<file path="src/rtl/tlic_pkg.sv">
package tlic_pkg;

    localparam int TLIC_NUM_ORD = 12;
    localparam int TLIC_IDX_W   = 4;

    typedef enum logic [1:0] {
        LVL_NONE  = 2'd0,
        LVL_LOW   = 2'd1,
        LVL_HIGH  = 2'd2,
        LVL_SUPER = 2'd3
    } lvl_e;

    typedef enum logic {
        ST_IDLE,
        ST_OFFER
    } ofr_state_e;

    // Tie-break rank of a source: lower rank wins within one level.
    // The added sources interleave with the legacy ones.
    function automatic logic [3:0] rank_of(input logic [3:0] idx);
        if (idx < 4'd5) begin
            return 4'((idx << 1) + 4'd1);
        end else if (idx < 4'd10) begin
            return 4'((idx - 4'd5) << 1);
        end else begin
            return idx;
        end
    endfunction

    // Vector address: legacy sources at 8*i+3, the rest shifted up by 8.
    function automatic logic [7:0] vec_of(input logic [3:0] idx);
        logic [7:0] base;
        base = {1'b0, idx, 3'b000};
        if (idx < 4'd5) begin
            return base + 8'd3;
        end else begin
            return base + 8'd11;
        end
    endfunction

endpackage

</file>
<file path="src/rtl/tlic_sync_edge.sv">
module tlic_sync_edge #(
    parameter int NUM_LINES   = 13,
    parameter int SYNC_STAGES = 2
) (
    input  logic                 clk,
    input  logic                 rst_n,
    input  logic [NUM_LINES-1:0] line_n,
    input  logic [NUM_LINES-1:0] edge_mode,
    input  logic [NUM_LINES-1:0] ack_clr,
    input  logic [NUM_LINES-1:0] hold_clr,
    output logic [NUM_LINES-1:0] pend
);

    localparam int LAST = SYNC_STAGES;

    for (genvar g = 0; g < NUM_LINES; g++) begin : g_line
        logic [LAST:0] chain;
        logic          flag;
        logic          fall;

        // chain[0] is the newest sample, chain[LAST] the oldest
        always_ff @(posedge clk or negedge rst_n) begin
            if (!rst_n) begin
                chain <= '1;
            end else begin
                chain <= {chain[LAST-1:0], line_n[g]};
            end
        end

        assign fall = chain[LAST] & ~chain[LAST-1];

        always_ff @(posedge clk or negedge rst_n) begin
            if (!rst_n) begin
                flag <= 1'b0;
            end else if (!edge_mode[g] || hold_clr[g]) begin
                flag <= 1'b0;
            end else begin
                flag <= (flag & ~ack_clr[g]) | fall;
            end
        end

        assign pend[g] = edge_mode[g] ? flag : ~chain[LAST];
    end

endmodule

</file>
<file path="src/rtl/tlic_arbiter.sv">
module tlic_arbiter
    import tlic_pkg::*;
#(
    parameter int NUM_ORD = 12,
    parameter int IDX_W   = 4
) (
    input  logic [NUM_ORD-1:0] pend_ord,
    input  logic [NUM_ORD-1:0] src_en,
    input  logic [NUM_ORD-1:0] src_hi,
    input  logic               glob_en,
    input  logic               super_req,
    input  lvl_e               cur_lvl,
    output logic               found,
    output logic [IDX_W-1:0]   win_idx,
    output lvl_e               win_lvl
);

    logic [NUM_ORD-1:0] elig;
    logic [NUM_ORD-1:0] hi_m;
    logic [NUM_ORD-1:0] lo_m;
    logic               hi_found;
    logic               lo_found;
    logic [IDX_W-1:0]   hi_idx;
    logic [IDX_W-1:0]   lo_idx;
    logic [3:0]         hi_rank;
    logic [3:0]         lo_rank;

    assign elig = pend_ord & src_en & {NUM_ORD{glob_en}};
    assign hi_m = elig & src_hi;
    assign lo_m = elig & ~src_hi;

    always_comb begin
        hi_found = 1'b0;
        lo_found = 1'b0;
        hi_idx   = '0;
        lo_idx   = '0;
        hi_rank  = 4'hF;
        lo_rank  = 4'hF;
        for (int i = 0; i < NUM_ORD; i++) begin
            if (hi_m[i] && (rank_of(4'(i)) < hi_rank)) begin
                hi_rank  = rank_of(4'(i));
                hi_idx   = IDX_W'(i);
                hi_found = 1'b1;
            end
            if (lo_m[i] && (rank_of(4'(i)) < lo_rank)) begin
                lo_rank  = rank_of(4'(i));
                lo_idx   = IDX_W'(i);
                lo_found = 1'b1;
            end
        end
    end

    always_comb begin
        found   = 1'b0;
        win_idx = '0;
        win_lvl = LVL_NONE;
        if (super_req && (cur_lvl != LVL_SUPER)) begin
            found   = 1'b1;
            win_idx = IDX_W'(NUM_ORD);
            win_lvl = LVL_SUPER;
        end else if (hi_found && (cur_lvl < LVL_HIGH)) begin
            found   = 1'b1;
            win_idx = hi_idx;
            win_lvl = LVL_HIGH;
        end else if (lo_found && (cur_lvl == LVL_NONE)) begin
            found   = 1'b1;
            win_idx = lo_idx;
            win_lvl = LVL_LOW;
        end
    end

endmodule

</file>
<file path="src/rtl/tlic_level_stack.sv">
module tlic_level_stack
    import tlic_pkg::*;
#(
    parameter int NUM_LVL = 3
) (
    input  logic               clk,
    input  logic               rst_n,
    input  logic               push,
    input  lvl_e               push_lvl,
    input  logic               pop,
    output logic [NUM_LVL-1:0] act,
    output lvl_e               top_lvl
);

    logic [NUM_LVL-1:0] act_nxt;
    int                 top_pos;

    always_comb begin
        top_pos = 0;
        for (int i = 0; i < NUM_LVL; i++) begin
            if (act[i]) begin
                top_pos = i;
            end
        end
    end

    always_comb begin
        act_nxt = act;
        if (push) begin
            if (push_lvl != LVL_NONE) begin
                act_nxt[int'(push_lvl) - 1] = 1'b1;
            end
        end else if (pop && (act != '0)) begin
            act_nxt[top_pos] = 1'b0;
        end
    end

    always_ff @(posedge clk or negedge rst_n) begin
        if (!rst_n) begin
            act <= '0;
        end else begin
            act <= act_nxt;
        end
    end

    assign top_lvl = (act == '0) ? LVL_NONE : lvl_e'(top_pos + 1);

endmodule

</file>
<file path="src/rtl/tri_level_irq_ctrl.sv">
module tri_level_irq_ctrl
    import tlic_pkg::*;
#(
    parameter int NUM_ORD     = 12,
    parameter int SYNC_STAGES = 2,
    parameter int VEC_W       = 8
) (
    input  logic               clk,
    input  logic               rst_n,
    input  logic [NUM_ORD:0]   req_n,
    input  logic [NUM_ORD:0]   trig_edge,
    input  logic [NUM_ORD-1:0] src_en,
    input  logic [NUM_ORD-1:0] src_hi,
    input  logic               glob_en,
    input  logic               mux_mode,
    input  logic               cpu_ack,
    input  logic               cpu_reti,
    output logic               vec_valid,
    output logic [VEC_W-1:0]   vec_addr
);

    localparam int NUM_SRC = NUM_ORD + 1;
    localparam int IDX_W   = TLIC_IDX_W;
    localparam int SUP     = NUM_ORD;
    localparam int NUM_LVL = 3;

    ofr_state_e         state;
    ofr_state_e         nxt;
    logic [NUM_SRC-1:0] pend;
    logic [NUM_SRC-1:0] ack_clr;
    logic [NUM_SRC-1:0] hold_clr;
    logic               found;
    logic [IDX_W-1:0]   win_idx;
    lvl_e               win_lvl;
    logic [IDX_W-1:0]   win_q;
    lvl_e               lvl_q;
    logic               accept;
    logic [NUM_LVL-1:0] act_lvls;
    lvl_e               cur_lvl;

    always_comb begin
        hold_clr      = '0;
        hold_clr[SUP] = ~mux_mode;
    end

    always_comb begin
        ack_clr = '0;
        if (accept) begin
            ack_clr[win_q] = 1'b1;
        end
    end

    tlic_sync_edge #(
        .NUM_LINES   (NUM_SRC),
        .SYNC_STAGES (SYNC_STAGES)
    ) u_sync (
        .clk       (clk),
        .rst_n     (rst_n),
        .line_n    (req_n),
        .edge_mode (trig_edge),
        .ack_clr   (ack_clr),
        .hold_clr  (hold_clr),
        .pend      (pend)
    );

    tlic_arbiter #(
        .NUM_ORD (NUM_ORD),
        .IDX_W   (IDX_W)
    ) u_arb (
        .pend_ord  (pend[NUM_ORD-1:0]),
        .src_en    (src_en),
        .src_hi    (src_hi),
        .glob_en   (glob_en),
        .super_req (mux_mode & pend[SUP]),
        .cur_lvl   (cur_lvl),
        .found     (found),
        .win_idx   (win_idx),
        .win_lvl   (win_lvl)
    );

    tlic_level_stack #(
        .NUM_LVL (NUM_LVL)
    ) u_stack (
        .clk      (clk),
        .rst_n    (rst_n),
        .push     (accept),
        .push_lvl (lvl_q),
        .pop      (cpu_reti),
        .act      (act_lvls),
        .top_lvl  (cur_lvl)
    );

    assign accept = (state == ST_OFFER) && cpu_ack;

    // Next-state logic: raise, refresh, accept, withdraw
    always_comb begin
        nxt = state;
        unique case (state)
            ST_IDLE:  nxt = found ? ST_OFFER : ST_IDLE;
            ST_OFFER: begin
                if (cpu_ack) begin
                    nxt = ST_IDLE;
                end else begin
                    nxt = found ? ST_OFFER : ST_IDLE;
                end
            end
            default:  nxt = ST_IDLE;
        endcase
    end

    // State register with the offered winner
    always_ff @(posedge clk or negedge rst_n) begin
        if (!rst_n) begin
            state <= ST_IDLE;
            win_q <= '0;
            lvl_q <= LVL_NONE;
        end else begin
            state <= nxt;
            if (nxt == ST_OFFER) begin
                win_q <= win_idx;
                lvl_q <= win_lvl;
            end
        end
    end

    // Outputs
    always_comb begin
        vec_valid = (state == ST_OFFER);
        vec_addr  = VEC_W'(vec_of(4'(win_q)));
    end

endmodule

</file>
<file path="config.mk">
export PLATFORM = sky130hd
export DESIGN_NAME = tri_level_irq_ctrl
export DESIGN_NICKNAME = d
export VERILOG_FILES = /design/src/rtl/tlic_pkg.sv /design/src/rtl/tlic_sync_edge.sv /design/src/rtl/tlic_arbiter.sv /design/src/rtl/tlic_level_stack.sv /design/src/rtl/tri_level_irq_ctrl.sv
export SDC_FILE = /design/constraint.sdc
export NUM_CORES = 1
export LEC_CHECK = 0
export CAP_MARGIN = 20
export CORE_UTILIZATION = 56
export DETAILED_ROUTE_END_ITERATION = 7
export PLACE_DENSITY = 0.86
export SETUP_SLACK_MARGIN = 0.4
export SLEW_MARGIN = 20
export SYNTH_ARGS = -nofsm -noshare
export SYNTH_HDL_FRONTEND = slang
export SYNTH_HIERARCHICAL = 1
export SYNTH_SLANG_ARGS = --single-unit
</file>
<file path="constraint.sdc">
create_clock -name clk -period 5.6 [get_ports clk]
set_clock_uncertainty 0.15 [all_clocks]
set_input_delay 1.12 -clock clk [delete_from_list [all_inputs] [get_ports clk]]
set_output_delay 1.12 -clock clk [all_outputs]
set_load 0.05 [all_outputs]
</file>
Word-level counts from Yosys, hierarchy flattened
Cells that the tools add are included.

Output and inout bits: 9. Bits of input ports: 56. Bits in registers: 62. Word-level logic and storage cells: 313.

Eq/ne operators: 2. Bitwise logic cells: 89. Muxes and demuxes: 120. Reductions and logical operators: 38. Add/sub/neg operators: 4. Order comparisons: 30.

Operator list (count): $mux 4 (33); $mux 1 (62); $and 12x12->12 (4); $not 1->1 (41); $mux 3 (11); $ge 32x1->1 const B (1); $lt 3x4->1 const A (8); $lt 32x4->1 const B (1); $lt 4x4->1 const A (8); $logic_and 1x1->1 (30); $and 1x1->1 (27); $lt 2x4->1 const A (4); $mux 2 (8); $mux 13 (1); $or 1x1->1 (13); $not 12->12 (1); $add 7x2->8 const B (1); $add 7x4->8 const B (1); $lt 1x4->1 const A (2); $mux 8 (1); $lt 4x5->1 const B (1); $demux 1 s2 (2); $demux 1 s4 (1); $ge 4x1->1 const B (1); 19 further kinds (20).

Longest topological paths before layout
Depth after elaboration: 46. Mapped depth: 11. Depth with buffers taken out: 10.

Hierarchy
The synthesis kept the hierarchy.

By module, submodules not included: tlic_sync_edge (sequential area each 1350.0 µm², cells each 130, instances 1, area each 1826.8 µm²); tlic_arbiter (sequential area each 0.0 µm², cells each 104, instances 1, area each 715.7 µm²); tri_level_irq_ctrl (sequential area each 175.2 µm², cells each 63, instances 1, area each 563.0 µm²); tlic_level_stack (sequential area each 75.1 µm², cells each 14, instances 1, area each 157.7 µm²).

Worst setup path before layout
OpenSTA, ideal clock, no wires.

Kind: input to register. Start point: input port trig_edge[4]. End point: register lvl_q[0]. Slack: 2231 ps. Library setup time: 125 ps. Arrival time: 3094 ps. Stages: 10. Data required time: 5325 ps. Path buffers: 1. Path through: o21ai_0 nand4_4 nand4b_1 a31o_1 nor3b_1 o21ai_1 or2_1 and2_4 buf_6 mux2_4.

Longest elaborated chain between the ends: 34. Elaborated cells between the ends (all ways): 76. Classes of those cells: order compare (14); mux (40); bitwise (4); reduce/logical (18).

Ends and longest elaborated chain: start, declared (line tri_level_irq_ctrl.sv:11) `input logic [NUM_ORD:0] trig_edge,`; $mux 1 (*) (line tlic_sync_edge.sv:42) `assign pend[g] = edge_mode[g] ? flag : ~chain[LAST];`; $and 12x12->12 (*) (2 in series) (line tlic_arbiter.sv:28) `assign elig = pend_ord & src_en & {NUM_ORD{glob_en}};`; $and 12x12->12 (line tlic_arbiter.sv:30) `assign lo_m = elig & ~src_hi;`; $logic_and 1x1->1 (line tlic_arbiter.sv:45) `if (lo_m[i] && (rank_of(4'(i)) < lo_rank)) begin`; $mux 4 (line tlic_arbiter.sv:45); $lt 1x4->1 (line tlic_arbiter.sv:45); $logic_and 1x1->1 (line tlic_arbiter.sv:45); $mux 4 (line tlic_arbiter.sv:45); [... 19 more ...]; $mux 1 (line tlic_arbiter.sv:65) `end else if (lo_found && (cur_lvl == LVL_NONE)) begin`; $mux 1 (*) (line tlic_arbiter.sv:61) `end else if (hi_found && (cur_lvl < LVL_HIGH)) begin`; $mux 1 (*) (line tlic_arbiter.sv:57) `if (super_req && (cur_lvl != LVL_SUPER)) begin`; named net found (line tri_level_irq_ctrl.sv:32) `logic found;`; $mux 1 (*) (line tri_level_irq_ctrl.sv:99, tri_level_irq_ctrl.sv:104); $mux 1 (line tri_level_irq_ctrl.sv:101) `if (cpu_ack) begin`; $pmux 1 s2 (*) (line tri_level_irq_ctrl.sv:98) `unique case (state)`; named net nxt (line tri_level_irq_ctrl.sv:28) `ofr_state_e nxt;`; end signal, assigned (line tri_level_irq_ctrl.sv:121) `lvl_q <= win_lvl;`; end, declared (line tri_level_irq_ctrl.sv:36) `lvl_e lvl_q;`.

Mark *: on every way through the listed nets, which the timed path passes. The rest lies on a longest branch. A chain may end at the register's enable or synchronous reset.

Worst setup path in the final report
Start point: input port glob_en. End point: register win_q[3].

Longest elaborated chain between the ends: 43. Elaborated cells between the ends (all ways): 112. Classes of those cells: order compare (22); mux (63); bitwise (3); reduce/logical (24).

Ends and longest elaborated chain: start, declared (line tri_level_irq_ctrl.sv:14) `input logic glob_en,`; $and 12x12->12 (*) (line tlic_arbiter.sv:28); $and 12x12->12 (line tlic_arbiter.sv:30); $mux 4 (line tlic_arbiter.sv:45); $lt 2x4->1 (line tlic_arbiter.sv:45); $logic_and 1x1->1 (line tlic_arbiter.sv:45); $mux 4 (line tlic_arbiter.sv:45); $lt 3x4->1 (line tlic_arbiter.sv:45); $logic_and 1x1->1 (line tlic_arbiter.sv:45); [... 28 more ...]; $logic_and 1x1->1 (line tlic_arbiter.sv:65); $mux 1 (line tlic_arbiter.sv:65); $mux 1 (*) (line tlic_arbiter.sv:61); $mux 1 (*) (line tlic_arbiter.sv:57); named net found (line tri_level_irq_ctrl.sv:32); $mux 1 (*) (line tri_level_irq_ctrl.sv:99, tri_level_irq_ctrl.sv:104); $mux 1 (line tri_level_irq_ctrl.sv:101); $pmux 1 s2 (*) (line tri_level_irq_ctrl.sv:98); end signal, assigned (line tri_level_irq_ctrl.sv:120) `win_q <= win_idx;`; end, declared (line tri_level_irq_ctrl.sv:35) `logic [IDX_W-1:0] win_q;`.

Marked as above.

==> out/results.ini <==
[finish]
register_area_um2 = 1600
insertedDiodeCount = 0
final_cell_area_um2 = 4170
fin_cells = 466
syn_to_final_growth_pct = 27.8
n_fill_cell = 410
final_core_util_pct = 74.8
layout-drive-gt1-share_pct = 22.6
fin_nets = 449
multi_input_area_um2 = 1610

[detailed_routing]
drt_iter0_drc = 199
via_per_inst = 5.56
drt_pre_antenna_iters = 4
vias = 2589
drc = 0
antenna_left = 0
routed_wl_um = 7610
wl_per_cell_um = 16.3

[logic_synthesis]
synth_top_flop_cell = dfstp_2
ys_warn_count = 6
ys_seq_elements = 62
synth_area_um2 = 3260
synthDistinctLibCells = 64
ys_seq_area_share_pct = 49.0
synth_cells = 311
synth-async-reset-ratio_pct = 100
synth_top_area_share_pct = 31.4
synthMostInstantiatedCell = nand2b_1
synthTopCellsByArea = dfstp_2 31%, dfrtp_1 18%, nand2b_1 7.7%, a21oi_2 3.8%, nand2_1 3.0%
yosysTopAreaCell = dfstp_2
yosys-top-cells-count = 40 x nand2b_1, 39 x dfstp_2, 26 x nand2_1
synth.avg_cell_area_um2 = 10.5
synth_edf_count = 0

[grt]
antenna_found_initial = 0
grt_max_degree = 63
overflow = 0
grt_pass1_vias = 2664
grt_pass1_wl_um = 12600
grtUsageTotal_pct = 27.5

[clocking]
cts-buffers-inserted = 9
cts_sinks = 62
cts-resized-gates = 0
path_clk_slew_ns = 0.07
root_buffer = clkbuf_8
htree_num_levels = 3
holdBufCountCts = 0
cts_buffer_depth = 2
post-cts-setup-buffers = 0
cts_tree = yes
clkLatencyLatePin_ns = 0.33

[placement]
place_ws_ns = 1.31
placed_area_um2 = 3950
placed_cells = 450
port-buffer-count = 61
hpwlAfterDp_um = 5750
place_congestion = 0.929

[power]
cellPowerDensity_nw_per_um2 = 341
p_leak_nw = 1.75
vdd_drop_max_mv = 0.286
total_power_mw = 1.42

[floorplanning]
dieArea_um2 = 6140
rows = 27
die_w_um = 78.3
io_pins = 65
start_util_pct = 58.5
core_um2 = 5570
fp.dieH_um = 78.3

[timing]
worst_slack_ns = 1.60
timing.hold.ws_ns = 0.207
max_slew.worst_pin.slew_ns = 0.903
period_minus_slack_ns = 4.00
period_share_pct = 71.4
slew_viol_final = 0
final_hold_viol_count = 0
tns_ns = 0
rsz0062_at_grt = false
max_freq_mhz = 250
maxSlewHeadroom_pct = 39.6
setup_violations = 0

[critical_path]
worstPathArrival_ns = 4.07
cp_data_required_time_ns = 5.67
path_buf_inv = 1
cp_slowest_cell = clkdlybuf4s50_1
crit_family = simple AND/OR/NAND/NOR gates
max_stage_delay_ns = 0.88
cp-start-kind = input port
cp_max_fo = 24
path_cells = clkdlybuf4s50_1, nand4b_1, nand3_1, nor4_2, a311oi_1, or2_1, and2_4, mux2_4
cp-end-kind = flip-flop
worstSetupPathType = input port to flip-flop

[hold_path]
hp-class = flip-flop to flip-flop

[job]
drv_cap = 0

[status]
status = finished, final reports clean

## metal layers
| metal | wire length, um | share of wire (%) | global-route usage (%) |
|---|---|---|---|
| met1 | 3330 | 44 | 34.2 |
| met2 | 3830 | 50 | 46.3 |
| met3 | 291 | 3.8 | 5.93 |
| met4 | 163 | 2.1 | 11.3 |
| met5 | 0 | 0 | 0 |
## worst reg2reg max path, cell delays in order, from the launching register on
cell	delay [ns]
dfstp_2	0.37
o21ai_0	0.54
nand4_4	0.18
nand4b_1	0.23
a31o_1	0.27
nor3b_1	0.21
o21ai_1	0.10
or2_1	0.24
and2_4	0.19
mux2_4	0.30
## cells in the final DEF, fill, tap and decap left out, types with 4 or more instances in the layout
cell type / netlist / layout
nand4b_1: 8 / 8
clkdlybuf4s50_1: 0 / 60
a21oi_2: 14 / 14
nand2_1: 26 / 26
nand4_1: 9 / 9
a21o_1: 4 / 4
o21ai_0: 18 / 18
inv_1: 10 / 10
ha_1: 4 / 4
nand2b_1: 40 / 40
and2_1: 11 / 11
clkbuf_8: 0 / 11
conb_1: 2 / 15
dfrtp_1: 23 / 23
nand3_1: 14 / 14
dfstp_2: 39 / 39
mux2_4: 4 / 4
nor2_1: 12 / 12
a21oi_1: 10 / 10
## report_power, final
part           internal, mW  total, mW  leakage (nW)  switching [mW]
registers             0.507      0.559         0.719          0.0523
logic                 0.189      0.437         0.920           0.248
clock network         0.257      0.425         0.108           0.168
total                 0.953       1.42          1.75           0.468
## flip-flops by register name (all words and copies together), names as in the netlist
signal	flops
lvl_q	2
u_stack/act	3
u_sync/g_line.chain	39
u_sync/g_line.flag	13
vec_valid	1
win_q	4
## final cells by class
type                    count  area share (%)
clock buffers              14            4.41
clock inverters             2           0.900
inverters                  10           0.900
multi-input cells         244            38.6
flip-flops and latches     62            38.4
well taps                  72            2.16
repair buffers             62            14.7
## cells by family (layout without fill, tap and decap cells)
kind of cell / count (synthesis) / after routing / share of synthesized area (%)
compound gates: 65 / 65 / 13.8
flops: 62 / 62 / 49.0
other cells: 2 / 15 / 0.230
xor+xnor: 1 / 1 / 0.268
buf+inv: 18 / 88 / 3.18
mux: 6 / 6 / 2.49
simple gates: 153 / 153 / 29.4
fa+ha+maj: 4 / 4 / 1.53
## worst paths after layout
kind	start	slack [ns]	to	cells past startpoint
worst max-delay path	glob_en	1.60	win_q[3]$_DFFE_PN0P_	8
worst min-delay path	u_sync/g_line[4].chain[0]$_DFF_PN1_	0.21	u_sync/g_line[4].chain[1]$_DFF_PN1_	0
worst max register to register	u_sync/g_line[4].chain[2]$_DFF_PN1_	2.71	win_q[3]$_DFFE_PN0P_	9
worst min register to register	u_sync/g_line[4].chain[0]$_DFF_PN1_	0.21	u_sync/g_line[4].chain[1]$_DFF_PN1_	0
max in group asynchronous	rst_n	4.01	u_sync/g_line[6].flag$_DFF_PN0_	2
min in group asynchronous	rst_n	0.79	u_sync/g_line[3].flag$_DFF_PN0_	2
No activity file was read; power rests on OpenSTA's default activity.
